===== src/rtl/pario_pkg.sv =====
// Package pario_pkg
// Shared constants for the parallel I/O port: register selects and the
// bit positions of the control byte. Assumes an 8-bit data path.
package pario_pkg;

    localparam int DATA_W = 8;

    typedef enum logic [1:0] {
        SEL_A    = 2'd0,
        SEL_B    = 2'd1,
        SEL_C    = 2'd2,
        SEL_CTRL = 2'd3
    } reg_sel_e;

    // control byte layout (a 1 in a direction bit means input)
    localparam int CW_KIND_BIT = 7;  // 1: configuration word, 0: bit command
    localparam int CW_A_IN     = 4;
    localparam int CW_CHI_IN   = 3;
    localparam int CW_B_IN     = 1;
    localparam int CW_CLO_IN   = 0;

    // bit-command layout
    localparam int BC_SEL_LSB  = 1;
    localparam int BC_VAL_BIT  = 0;

    // configuration held after reset: every port an input
    localparam logic [DATA_W-1:0] CW_RESET = 8'h9B;

endpackage


===== src/rtl/pario_ctrl.sv =====
// Module pario_ctrl
// Holds the configuration word and splits control-address writes into
// configuration loads and Port C bit commands. It derives the per-bit
// direction vectors of the three ports.
// Assumes ctrl_wr is already qualified by chip select and address.
module pario_ctrl
    import pario_pkg::*;
#(
    parameter int W = DATA_W
) (
    input  logic                 clk,
    input  logic                 rst_n,
    input  logic                 ctrl_wr,
    input  logic [W-1:0]         wdata,
    output logic [W-1:0]         mode_q,
    output logic                 mode_load,
    output logic                 bit_cmd,
    output logic [$clog2(W)-1:0] bit_sel,
    output logic                 bit_val,
    output logic [W-1:0]         dir_a,
    output logic [W-1:0]         dir_b,
    output logic [W-1:0]         dir_c
);

    localparam int SW   = $clog2(W);
    localparam int HALF = W / 2;

    // Purpose: classify a control-address write by its top bit.
    always_comb begin
        mode_load = ctrl_wr &  wdata[CW_KIND_BIT];
        bit_cmd   = ctrl_wr & ~wdata[CW_KIND_BIT];
        bit_sel   = wdata[BC_SEL_LSB +: SW];
        bit_val   = wdata[BC_VAL_BIT];
    end

    // Purpose: keep the last configuration word written.
    always_ff @(posedge clk) begin
        if (!rst_n)
            mode_q <= CW_RESET;
        else if (mode_load)
            mode_q <= wdata;
    end

    // Purpose: expand the direction bits to one bit per pin (1 = input).
    always_comb begin
        dir_a = {W{mode_q[CW_A_IN]}};
        dir_b = {W{mode_q[CW_B_IN]}};
        dir_c = {{(W-HALF){mode_q[CW_CHI_IN]}}, {HALF{mode_q[CW_CLO_IN]}}};
    end


    mode_store_chk: assert property (@(posedge clk) disable iff (!rst_n)
        mode_load |=> mode_q == $past(wdata));


    bitcmd_keeps_mode_chk: assert property (@(posedge clk) disable iff (!rst_n)
        bit_cmd |=> $stable(mode_q));

endmodule


===== src/rtl/pario_latch.sv =====
// Module pario_latch
// Output latch of one port. It clears on a configuration load, takes a
// whole byte on a port write and, if BITSET is set, updates a single bit
// on a bit command.
// Assumes clear, load and bset never come in the same cycle.
module pario_latch #(
    parameter int W      = 8,
    parameter bit BITSET = 1'b0
) (
    input  logic                 clk,
    input  logic                 rst_n,
    input  logic                 clear,
    input  logic                 load,
    input  logic [W-1:0]         load_data,
    input  logic                 bset,
    input  logic [$clog2(W)-1:0] bsel,
    input  logic                 bval,
    output logic [W-1:0]         q
);

    localparam int SW = $clog2(W);

    for (genvar i = 0; i < W; i++) begin : g_bit
        if (BITSET) begin : g_cmd
            // Purpose: latch bit with whole-byte load and single-bit command.
            always_ff @(posedge clk) begin
                if (!rst_n)
                    q[i] <= 1'b0;
                else if (clear)
                    q[i] <= 1'b0;
                else if (load)
                    q[i] <= load_data[i];
                else if (bset && (bsel == SW'(i)))
                    q[i] <= bval;
            end
        end else begin : g_plain
            // Purpose: latch bit with whole-byte load only.
            always_ff @(posedge clk) begin
                if (!rst_n)
                    q[i] <= 1'b0;
                else if (clear)
                    q[i] <= 1'b0;
                else if (load)
                    q[i] <= load_data[i];
            end
        end
    end


    clear_zero_chk: assert property (@(posedge clk) disable iff (!rst_n)
        clear |=> q == '0);


    idle_hold_chk: assert property (@(posedge clk) disable iff (!rst_n)
        (!clear && !load && !(BITSET && bset)) |=> $stable(q));


    one_bit_only_chk: assert property (@(posedge clk) disable iff (!rst_n)
        (BITSET && bset && !clear && !load) |=>
            $countones(q ^ $past(q)) <= 1);

endmodule


===== src/rtl/pario_rdmux.sv =====
// Module pario_rdmux
// Read path: picks pin or latch bit by bit for each port and selects the
// addressed register. It drives 0 when no read is in progress.
// Assumes dir vectors use 1 = input.
module pario_rdmux
    import pario_pkg::*;
#(
    parameter int W = DATA_W
) (
    input  logic         rd_en,
    input  logic [1:0]   addr,
    input  logic [W-1:0] pin_a,
    input  logic [W-1:0] pin_b,
    input  logic [W-1:0] pin_c,
    input  logic [W-1:0] lat_a,
    input  logic [W-1:0] lat_b,
    input  logic [W-1:0] lat_c,
    input  logic [W-1:0] dir_a,
    input  logic [W-1:0] dir_b,
    input  logic [W-1:0] dir_c,
    input  logic [W-1:0] mode_q,
    output logic [W-1:0] rdata
);

    logic [W-1:0] view_a, view_b, view_c;

    // Purpose: per-bit choice between pin and latch.
    always_comb begin
        view_a = (dir_a & pin_a) | (~dir_a & lat_a);
        view_b = (dir_b & pin_b) | (~dir_b & lat_b);
        view_c = (dir_c & pin_c) | (~dir_c & lat_c);
    end

    // Purpose: address-selected read data, gated by the read enable.
    always_comb begin
        rdata = '0;
        if (rd_en) begin
            unique case (reg_sel_e'(addr))
                SEL_A:    rdata = view_a;
                SEL_B:    rdata = view_b;
                SEL_C:    rdata = view_c;
                SEL_CTRL: rdata = mode_q;
            endcase
        end
    end

endmodule


===== src/rtl/pario_port.sv =====
// Module pario_port
// Top of the programmable parallel I/O port: bus decode, configuration
// register, three output latches and the read multiplexer.
// Assumes bus signals are synchronous to clk; each strobe cycle is one access.
module pario_port
    import pario_pkg::*;
(
    input  logic        clk,
    input  logic        rst_n,
    input  logic        cs_n,
    input  logic        rd_n,
    input  logic        wr_n,
    input  logic [1:0]  addr,
    input  logic [7:0]  wdata,
    output logic [7:0]  rdata,
    input  logic [7:0]  pa_pin,
    output logic [7:0]  pa_out,
    output logic [7:0]  pa_oe,
    input  logic [7:0]  pb_pin,
    output logic [7:0]  pb_out,
    output logic [7:0]  pb_oe,
    input  logic [7:0]  pc_pin,
    output logic [7:0]  pc_out,
    output logic [7:0]  pc_oe
);

    localparam int W  = DATA_W;
    localparam int SW = $clog2(W);

    logic          wr_act, rd_act;
    logic          wr_a, wr_b, wr_c, wr_ctrl;
    logic [W-1:0]  mode_q, dir_a, dir_b, dir_c;
    logic          mode_load, bit_cmd, bit_val;
    logic [SW-1:0] bit_sel;

    // Purpose: qualify strobes with chip select and decode the address.
    always_comb begin
        wr_act  = ~cs_n & ~wr_n;
        rd_act  = ~cs_n & ~rd_n;
        wr_a    = wr_act && (reg_sel_e'(addr) == SEL_A);
        wr_b    = wr_act && (reg_sel_e'(addr) == SEL_B);
        wr_c    = wr_act && (reg_sel_e'(addr) == SEL_C);
        wr_ctrl = wr_act && (reg_sel_e'(addr) == SEL_CTRL);
    end

    pario_ctrl #(.W(W)) u_ctrl (
        .clk       (clk),
        .rst_n     (rst_n),
        .ctrl_wr   (wr_ctrl),
        .wdata     (wdata),
        .mode_q    (mode_q),
        .mode_load (mode_load),
        .bit_cmd   (bit_cmd),
        .bit_sel   (bit_sel),
        .bit_val   (bit_val),
        .dir_a     (dir_a),
        .dir_b     (dir_b),
        .dir_c     (dir_c)
    );

    pario_latch #(.W(W), .BITSET(1'b0)) u_lat_a (
        .clk (clk), .rst_n (rst_n), .clear (mode_load), .load (wr_a),
        .load_data (wdata), .bset (1'b0), .bsel ('0), .bval (1'b0), .q (pa_out)
    );

    pario_latch #(.W(W), .BITSET(1'b0)) u_lat_b (
        .clk (clk), .rst_n (rst_n), .clear (mode_load), .load (wr_b),
        .load_data (wdata), .bset (1'b0), .bsel ('0), .bval (1'b0), .q (pb_out)
    );

    pario_latch #(.W(W), .BITSET(1'b1)) u_lat_c (
        .clk (clk), .rst_n (rst_n), .clear (mode_load), .load (wr_c),
        .load_data (wdata), .bset (bit_cmd), .bsel (bit_sel), .bval (bit_val),
        .q (pc_out)
    );

    // Purpose: output enables are the inverse of the input-direction bits.
    always_comb begin
        pa_oe = ~dir_a;
        pb_oe = ~dir_b;
        pc_oe = ~dir_c;
    end

    pario_rdmux #(.W(W)) u_rd (
        .rd_en  (rd_act),
        .addr   (addr),
        .pin_a  (pa_pin),
        .pin_b  (pb_pin),
        .pin_c  (pc_pin),
        .lat_a  (pa_out),
        .lat_b  (pb_out),
        .lat_c  (pc_out),
        .dir_a  (dir_a),
        .dir_b  (dir_b),
        .dir_c  (dir_c),
        .mode_q (mode_q),
        .rdata  (rdata)
    );


    deselect_quiet_chk: assert property (@(posedge clk) disable iff (!rst_n)
        cs_n |=> $stable(mode_q) && $stable(pa_out) && $stable(pb_out)
                 && $stable(pc_out));


    reconfig_clears_chk: assert property (@(posedge clk) disable iff (!rst_n)
        (wr_act && reg_sel_e'(addr) == SEL_CTRL && wdata[CW_KIND_BIT]) |=>
            (pa_out == '0) && (pb_out == '0) && (pc_out == '0));


    read_quiet_chk: assert property (@(posedge clk) disable iff (!rst_n)
        (cs_n || rd_n) |-> rdata == '0);

endmodule


===== config.mk =====
export PLATFORM = sky130hd
export DESIGN_NAME = pario_port
export DESIGN_NICKNAME = d
export VERILOG_FILES = /design/src/rtl/pario_pkg.sv /design/src/rtl/pario_ctrl.sv /design/src/rtl/pario_latch.sv /design/src/rtl/pario_rdmux.sv /design/src/rtl/pario_port.sv
export SDC_FILE = /design/constraint.sdc
export NUM_CORES = 1
export LEC_CHECK = 0
export BUFFER_PORTS_ARGS = -buffer_cell sky130_fd_sc_hd__buf_2
export CORE_ASPECT_RATIO = 1.25
export CORE_MARGIN = 3
export CORE_UTILIZATION = 40
export CTS_BUF_LIST = sky130_fd_sc_hd__clkbuf_4 sky130_fd_sc_hd__clkbuf_8
export DETAILED_ROUTE_END_ITERATION = 10
export PLACE_DENSITY = 0.7
export SYNTH_ARGS = -nofsm -noshare
export SYNTH_HDL_FRONTEND = slang
export SYNTH_SLANG_ARGS = --single-unit
export TNS_END_PERCENT = 10

===== constraint.sdc =====
create_clock -name clk -period 2.3 [get_ports clk]
set_clock_uncertainty 0.2 [all_clocks]
set_input_delay 0.575 -clock clk [delete_from_list [all_inputs] [get_ports clk]]
set_output_delay 0.575 -clock clk [all_outputs]
set_load 0.03 [all_outputs]

==> flow_metrics.tcl, run 1 <==
set metrics [dict create \
    start_kind "register" \
    grt_pass1_vias 1927 \
    r2r-start "u_ctrl.mode_q[1]" \
    syn2layout_area_growth_pct 34.86 \
    required_ns 1.52 \
    crit_path_end_kind "output port" \
    worst_slew_pin_slew_ns 0.4686 \
    status "finished with violations" \
    ant_nets 0 \
    drive_gt1_frac 0.4952 \
    ys_seq_area_frac 0.3126 \
    grt_pass1_wl_um 9515 \
    cts-root-buf "clkbuf_8" \
    post-cts-setup-buffers 0 \
    violations "negative setup slack" \
    path_class "register to output port" \
    reg2reg_to "u_ctrl.mode_q[1]" \
    globalplace.congestion 0.8039 \
    gr-total-overflow 0 \
    hold_path.startpoint "u_ctrl.mode_q[7]" \
    cts_buffers 5 \
    hp-class "register to register" \
    r2r_cells 4 \
    peakVddDrop_mv 0.3239 \
    synth-edff-count 0 \
    r2r_setup_slack_ns 1.15 \
    dp_slack_ns -0.3103 \
    num_vias 1964 \
    cts_tree "done" \
    ys_ff_latch 32 \
    syn_inst 227 \
    ios 95 \
    synth_top_area_share 0.3126 \
    worst_slack_ns -0.04337 \
    htree_num_levels 2 \
    vias_per_cell 5.237 \
    place.port_buffers 94 \
    synth_cell_types 37 \
    period_share 1.019 \
    design_area_um2 2764 \
    start_util 0.4239 \
    antenna_cells 0 \
    rsz0062_at_grt "true" \
    cts_buffer_depth 2 \
    clock.fmax_mhz 426.7 \
    clkTransAtPathRegs_ns 0.06 \
    fp.coreArea_um2 4835 \
    period_minus_slack_ns 2.343 \
    route.detailed.drc 0 \
    p_leak_nw 1.377 \
    wl_per_cell_um 15.48 \
    fin_nets 354 \
    hold_violations 0 \
    crit_top_cell "buf_6" \
    finalSetupTns_ns -0.2069 \
    min_to "u_ctrl.mode_q[7]" \
    min_path_cells 2 \
    syn_nets 266 \
    routed_wl_um 5804 \
    synthesis.yosys.warnings 0 \
    yosys_most_used_dff "dfxtp_1" \
    rows 28 \
    grt_max_degree 18 \
    crit_chain "buf_6 -> mux2i_1 -> mux4_2 -> nor2_4 -> buf_6" \
    worst-endpoint-arrival_ns 1.57 \
    syn_avg_cell_area_um2 9.028 \
    track_usage 0.1963 \
    p_per_area_nw_per_um2 463.6 \
    die_h_um 86.03 \
    numClockSinks 32 \
    finalMaxSlewViolations 0 \
    die_w_um 70.02 \
    synthTopCellsByCount "32 x dfxtp_1, 32 x mux2i_1, 29 x nand2_1" \
    synth_top_area_cell "dfxtp_1" \
    synthesis.area_um2 2049 \
    place_hpwl_um 4559 \
    clk-insertion-delay-late_ns 0.27 \
    drt_iter0_drc 55 \
    slew_headroom 0.6847 \
    synth.area.top_cells "dfxtp_1 31%, mux2i_1 16%, buf_4 8.1%, mux4_2 6.6%, nand2_1 5.3%" \
    drv_cap 0 \
    cpMaxStageDelayCell "mux4_2" \
    dieArea_um2 6024 \
    antenna_found_initial 0 \
    slowest_delay_ns 0.48 \
    setup_violations 6 \
    worstPathMaxFanout 5 \
    drtPass1Iterations 4 \
    placed_cell_area_um2 2604 \
    ys_async_sr_fraction 0 \
]
[timing repair]
item / in CTS / in global routing
pin swaps: 1 / 1
endpoints found under the setup margin: 8 / 8
hold buffers: 0 / 0
resized for setup: 28 / 1
endpoints found under the hold margin: 0 / 0
[sequential cells by signal (all words and copies together) (netlist names)]
signal / flops
u_lat_b.q: 8
u_ctrl.mode_q: 8
u_lat_c.q: 8
u_lat_a.q: 8
[layout by cell type (no fill, tap or decap), types with 2 or more instances in the layout]
| master | netlist | layout |
|---|---|---|
| a211o_1 | 2 | 2 |
| a211oi_1 | 2 | 2 |
| a21oi_1 | 18 | 16 |
| a21oi_4 | 0 | 2 |
| a22oi_1 | 3 | 3 |
| a31o_2 | 2 | 2 |
| a32oi_1 | 2 | 2 |
| a41o_1 | 2 | 2 |
| buf_2 | 9 | 84 |
| buf_4 | 22 | 21 |
| buf_6 | 3 | 13 |
| clkbuf_8 | 0 | 5 |
| dfxtp_1 | 32 | 28 |
| dfxtp_2 | 0 | 4 |
| inv_1 | 10 | 10 |
| mux2_2 | 2 | 2 |
| mux2i_1 | 32 | 32 |
| mux4_2 | 6 | 6 |
| nand2_1 | 29 | 29 |
| nand2b_1 | 2 | 2 |
| nand4_1 | 2 | 2 |
| nor2_1 | 16 | 10 |
| nor2_4 | 0 | 6 |
| nor2b_1 | 5 | 5 |
| nor4b_2 | 3 | 3 |
| o211ai_1 | 4 | 4 |
| o21ai_0 | 2 | 2 |
| o311ai_1 | 0 | 2 |
[per-stage QoR]
stage | cells | hold WS, ns | power [W] | util
after global placement | 368 | 0.2143 | 0.0008699 | 0.5386
final | 375 | 0.2347 | 0.001281 | 0.5717
after floorplan | 227 | 0.2005 | 0.0007865 | -
after detailed placement | 368 | 0.2202 | 0.0008745 | 0.5386
after global routing | 375 | 0.3001 | 0.001338 | 0.5717
after CTS | 375 | 0.2342 | 0.001288 | 0.5709
[per-layer routing]
metal	GRT usage	routed length [µm]	part of all wire
met4	0.05749	49	0.0084
met3	0.02579	301	0.052
met2	0.3629	3076	0.53
met5	0	0	0
met1	0.2357	2376	0.41
[report_power, final]
part,switching [W],leakage (nW),internal (W)
clock network,0.000189,0.0445,0.000217
registers,0.0000102,0.257,0.000566
logic,0.000170,1.08,0.000129
total,0.000369,1.38,0.000912
[cell families after synthesis]
kind of cell	share of synthesized area
AO/OA/AOI/OAI	0.1300
flip-flops	0.3126
buffers and inverters	0.1447
AND/OR/NAND/NOR	0.1795
multiplexers	0.2332
[how the worst max path moves through the flow]
| stage | slack (ns) | endpoint | startpoint |
|---|---|---|---|
| floorplan | -0.02 | rdata[5] | addr[0] |
| global placement | -0.28 | rdata[5] | addr[0] |
| detailed placement | -0.31 | rdata[5] | addr[0] |
| CTS | -0.05 | rdata[5] | u_ctrl.mode_q[4] |
| global route | -0.12 | rdata[2] | u_ctrl.mode_q[1] |
| finish | -0.04 | rdata[5] | u_ctrl.mode_q[4] |
[cell type report]
| class | count | area [µm²] |
|---|---|---|
| fillers | 444 | 2071 |
| multi-input cells | 147 | 1180 |
| repair buffers | 119 | 744.5 |
| flip-flops and latches | 32 | 645.6 |
| clock buffers | 6 | 76.32 |
| well taps | 60 | 75.07 |
| inverters | 10 | 37.54 |
| clock inverters | 1 | 5.005 |
[critical path: cells and delay by family, from the launching register on]
kind | cells | cell delay, ns
mux | 2 | 0.60
buf+inv | 2 | 0.26
flops | 1 | 0.33
simple gates | 1 | 0.10
Power figures use the tool's default switching activity.
==> inputs of run 2 (changes only) <==
==> constraint.sdc (replaced) <==
create_clock -name clk -period 2.76 [get_ports clk]
set_clock_uncertainty 0.2 [all_clocks]
set_input_delay 0.69 -clock clk [delete_from_list [all_inputs] [get_ports clk]]
set_output_delay 0.69 -clock clk [all_outputs]
set_load 0.03 [all_outputs]
==> run 2 against run 1 <==
Net effect:
- the flow now finishes without violations
- sequential share of layout area rose by 1.6 points
- final area fell by 7.2%
- die area did not move
- first-iteration DRC count rose by 47%
- non-clock buffer count fell by 8
- core utilization fell by 4.1 points
- largest power group unchanged
- highest routed layer unchanged
==> flow_metrics.tcl, run 2 (same netlist as run 1, synthesis figures left out) <==
set metrics [dict create \
    status "finished, final reports clean" \
    r2r_cells 4 \
    place.port_buffers 94 \
    period_minus_slack_ns 2.686 \
    slew_headroom 0.6986 \
    p_per_area_nw_per_um2 423.4 \
    hp-class "register to register" \
    p_int_w 0.0007840 \
    required_ns 1.87 \
    switching_share 0.2785 \
    final_common_cell "buf_2" \
    r2r_setup_slack_ns 1.60 \
    start_util 0.4239 \
    worst_slew_pin_slew_ns 0.4509 \
    worst-endpoint-arrival_ns 1.80 \
    die_w_um 70.02 \
    syn2layout_area_growth_pct 25.21 \
    grt_pass1_wl_um 8949 \
    drv_cap 0 \
    fillers 477 \
    clkPwrFrac 0.356 \
    finalMaxSlewViolations 0 \
    rsz0062_at_grt "false" \
    routed_wl_um 5829 \
    ant_nets 0 \
    cts_tree "done" \
    clk-insertion-delay-late_ns 0.28 \
    setup_violations 0 \
    antenna_found_initial 0 \
    instances_no_fill 368 \
    htree_num_levels 2 \
    period_share 0.9733 \
    drt_iter0_drc 81 \
    clock.fmax_mhz 372.3 \
    worst_hold_slack_ns 0.2309 \
    route.detailed.drc 0 \
    reg2reg_to "u_ctrl.mode_q[4]" \
    switching_power_w 0.0003026 \
    peakVddDrop_mv 0.3360 \
    start_kind "register" \
    min_path_cells 2 \
    track_usage 0.1885 \
    dp_cells 360 \
    drive_gt1_frac 0.4481 \
    r2r-start "u_ctrl.mode_q[4]" \
    wl_per_cell_um 15.84 \
    fin_util 0.5308 \
    clkTransAtPathRegs_ns 0.06 \
    ios 95 \
    vias_per_cell 5.231 \
    crit_path_end_kind "output port" \
    numClockSinks 32 \
    seqPwrFrac 0.442 \
    die_h_um 86.03 \
    combPwrFrac 0.203 \
    min_to "u_ctrl.mode_q[7]" \
    hold_path.startpoint "u_ctrl.mode_q[7]" \
    cts_buffer_depth 2 \
    fin_nets 346 \
    num_vias 1925 \
    hold_violations 0 \
    final_cell_mix "93 x buf_2, 32 x mux2i_1, 32 x dfxtp_1" \
    rows 28 \
    cts-root-buf "clkbuf_8" \
    drtPass1Iterations 4 \
    gr-total-overflow 0 \
    antenna_cells 0 \
    place_hpwl_um 4573 \
    worstPathMaxFanout 5 \
    path_class "register to output port" \
    globalplace.congestion 0.8300 \
    dieArea_um2 6024 \
    cts_buffers 5 \
    finalSetupTns_ns 0 \
    grt_max_degree 15 \
    fp.coreArea_um2 4835 \
    grt_pass1_vias 1784 \
    p_leak_nw 1.318 \
]
[run 2: cell count changes in the layout (fill, tap and decap cells not counted), sizes merged]
| cell | change |
|---|---|
| buf | -9 |
| clkbuf | +3 |
| clkinv | -1 |
[run 2: power by group through the flow]
stage | clock (W) | combinational, W | sequential (W)
3_3_place_gp | 0 | 0.000218 | 0.000490
5_1_grt | 0.000415 | 0.000235 | 0.000481
2_1_floorplan | 0 | 0.000136 | 0.000502
6_report | 0.000387 | 0.000220 | 0.000480
4_1_cts | 0.000395 | 0.000220 | 0.000480
3_5_place_dp | 0 | 0.000220 | 0.000490
[run 2: how the worst max path moves through the flow]
stage                                start        to  slack (ns)
final                     u_ctrl.mode_q[1]  rdata[2]        0.07
after global routing      u_ctrl.mode_q[1]  rdata[1]       0.001
after CTS                          addr[0]  rdata[2]        0.01
after detailed placement           addr[0]  rdata[2]        0.02
after global placement             addr[0]  rdata[5]        0.03
after floorplan                    addr[1]  rdata[3]       -0.06
[run 2: layout make-up]
cell class                 instances  area, µm²  share of cell area
sequential                        32      640.6              0.2496
tap                               60      75.07             0.02925
clock buffer                       8      97.59             0.03803
inverter                          10      37.54             0.01463
multi-input combinational        147       1115              0.4344
timing repair buffer             111      600.6              0.2340
[run 2: repair_timing]
| item | in CTS | in global routing |
|---|---|---|
| resized for setup | 0 | 1 |
| hold buffers | 0 | 0 |
| endpoints found under the setup margin | 0 | 6 |
| buffers inserted | 0 | 0 |
[run 2: worst max-delay path: stages (launching register included)]
cell and delay, ns:
dfxtp_1 0.46, buf_4 0.21, mux2i_1 0.08, mux4_2 0.46
nor2_1 0.10, buf_2 0.20
[run 2: per-stage QoR]
step,power (W),cell area [µm²],worst slack [ns]
floorplan,0.0006381,2052,-0.06037
global placement,0.0007079,2466,0.03363
detailed placement,0.0007102,2466,0.01672
CTS,0.001096,2564,0.01463
global route,0.001131,2566,0.001041
finish,0.001087,2566,0.07378
[run 2: routing by layer]
layer / vias to the layer above / global-route usage / share of wire
met1: 898 / 0.2241 / 0.41
met4: 0 / 0.07840 / 0.018
met2: 76 / 0.3328 / 0.52
met3: 10 / 0.03400 / 0.052
li1: 941 / - / -
met5: - / 0 / 0
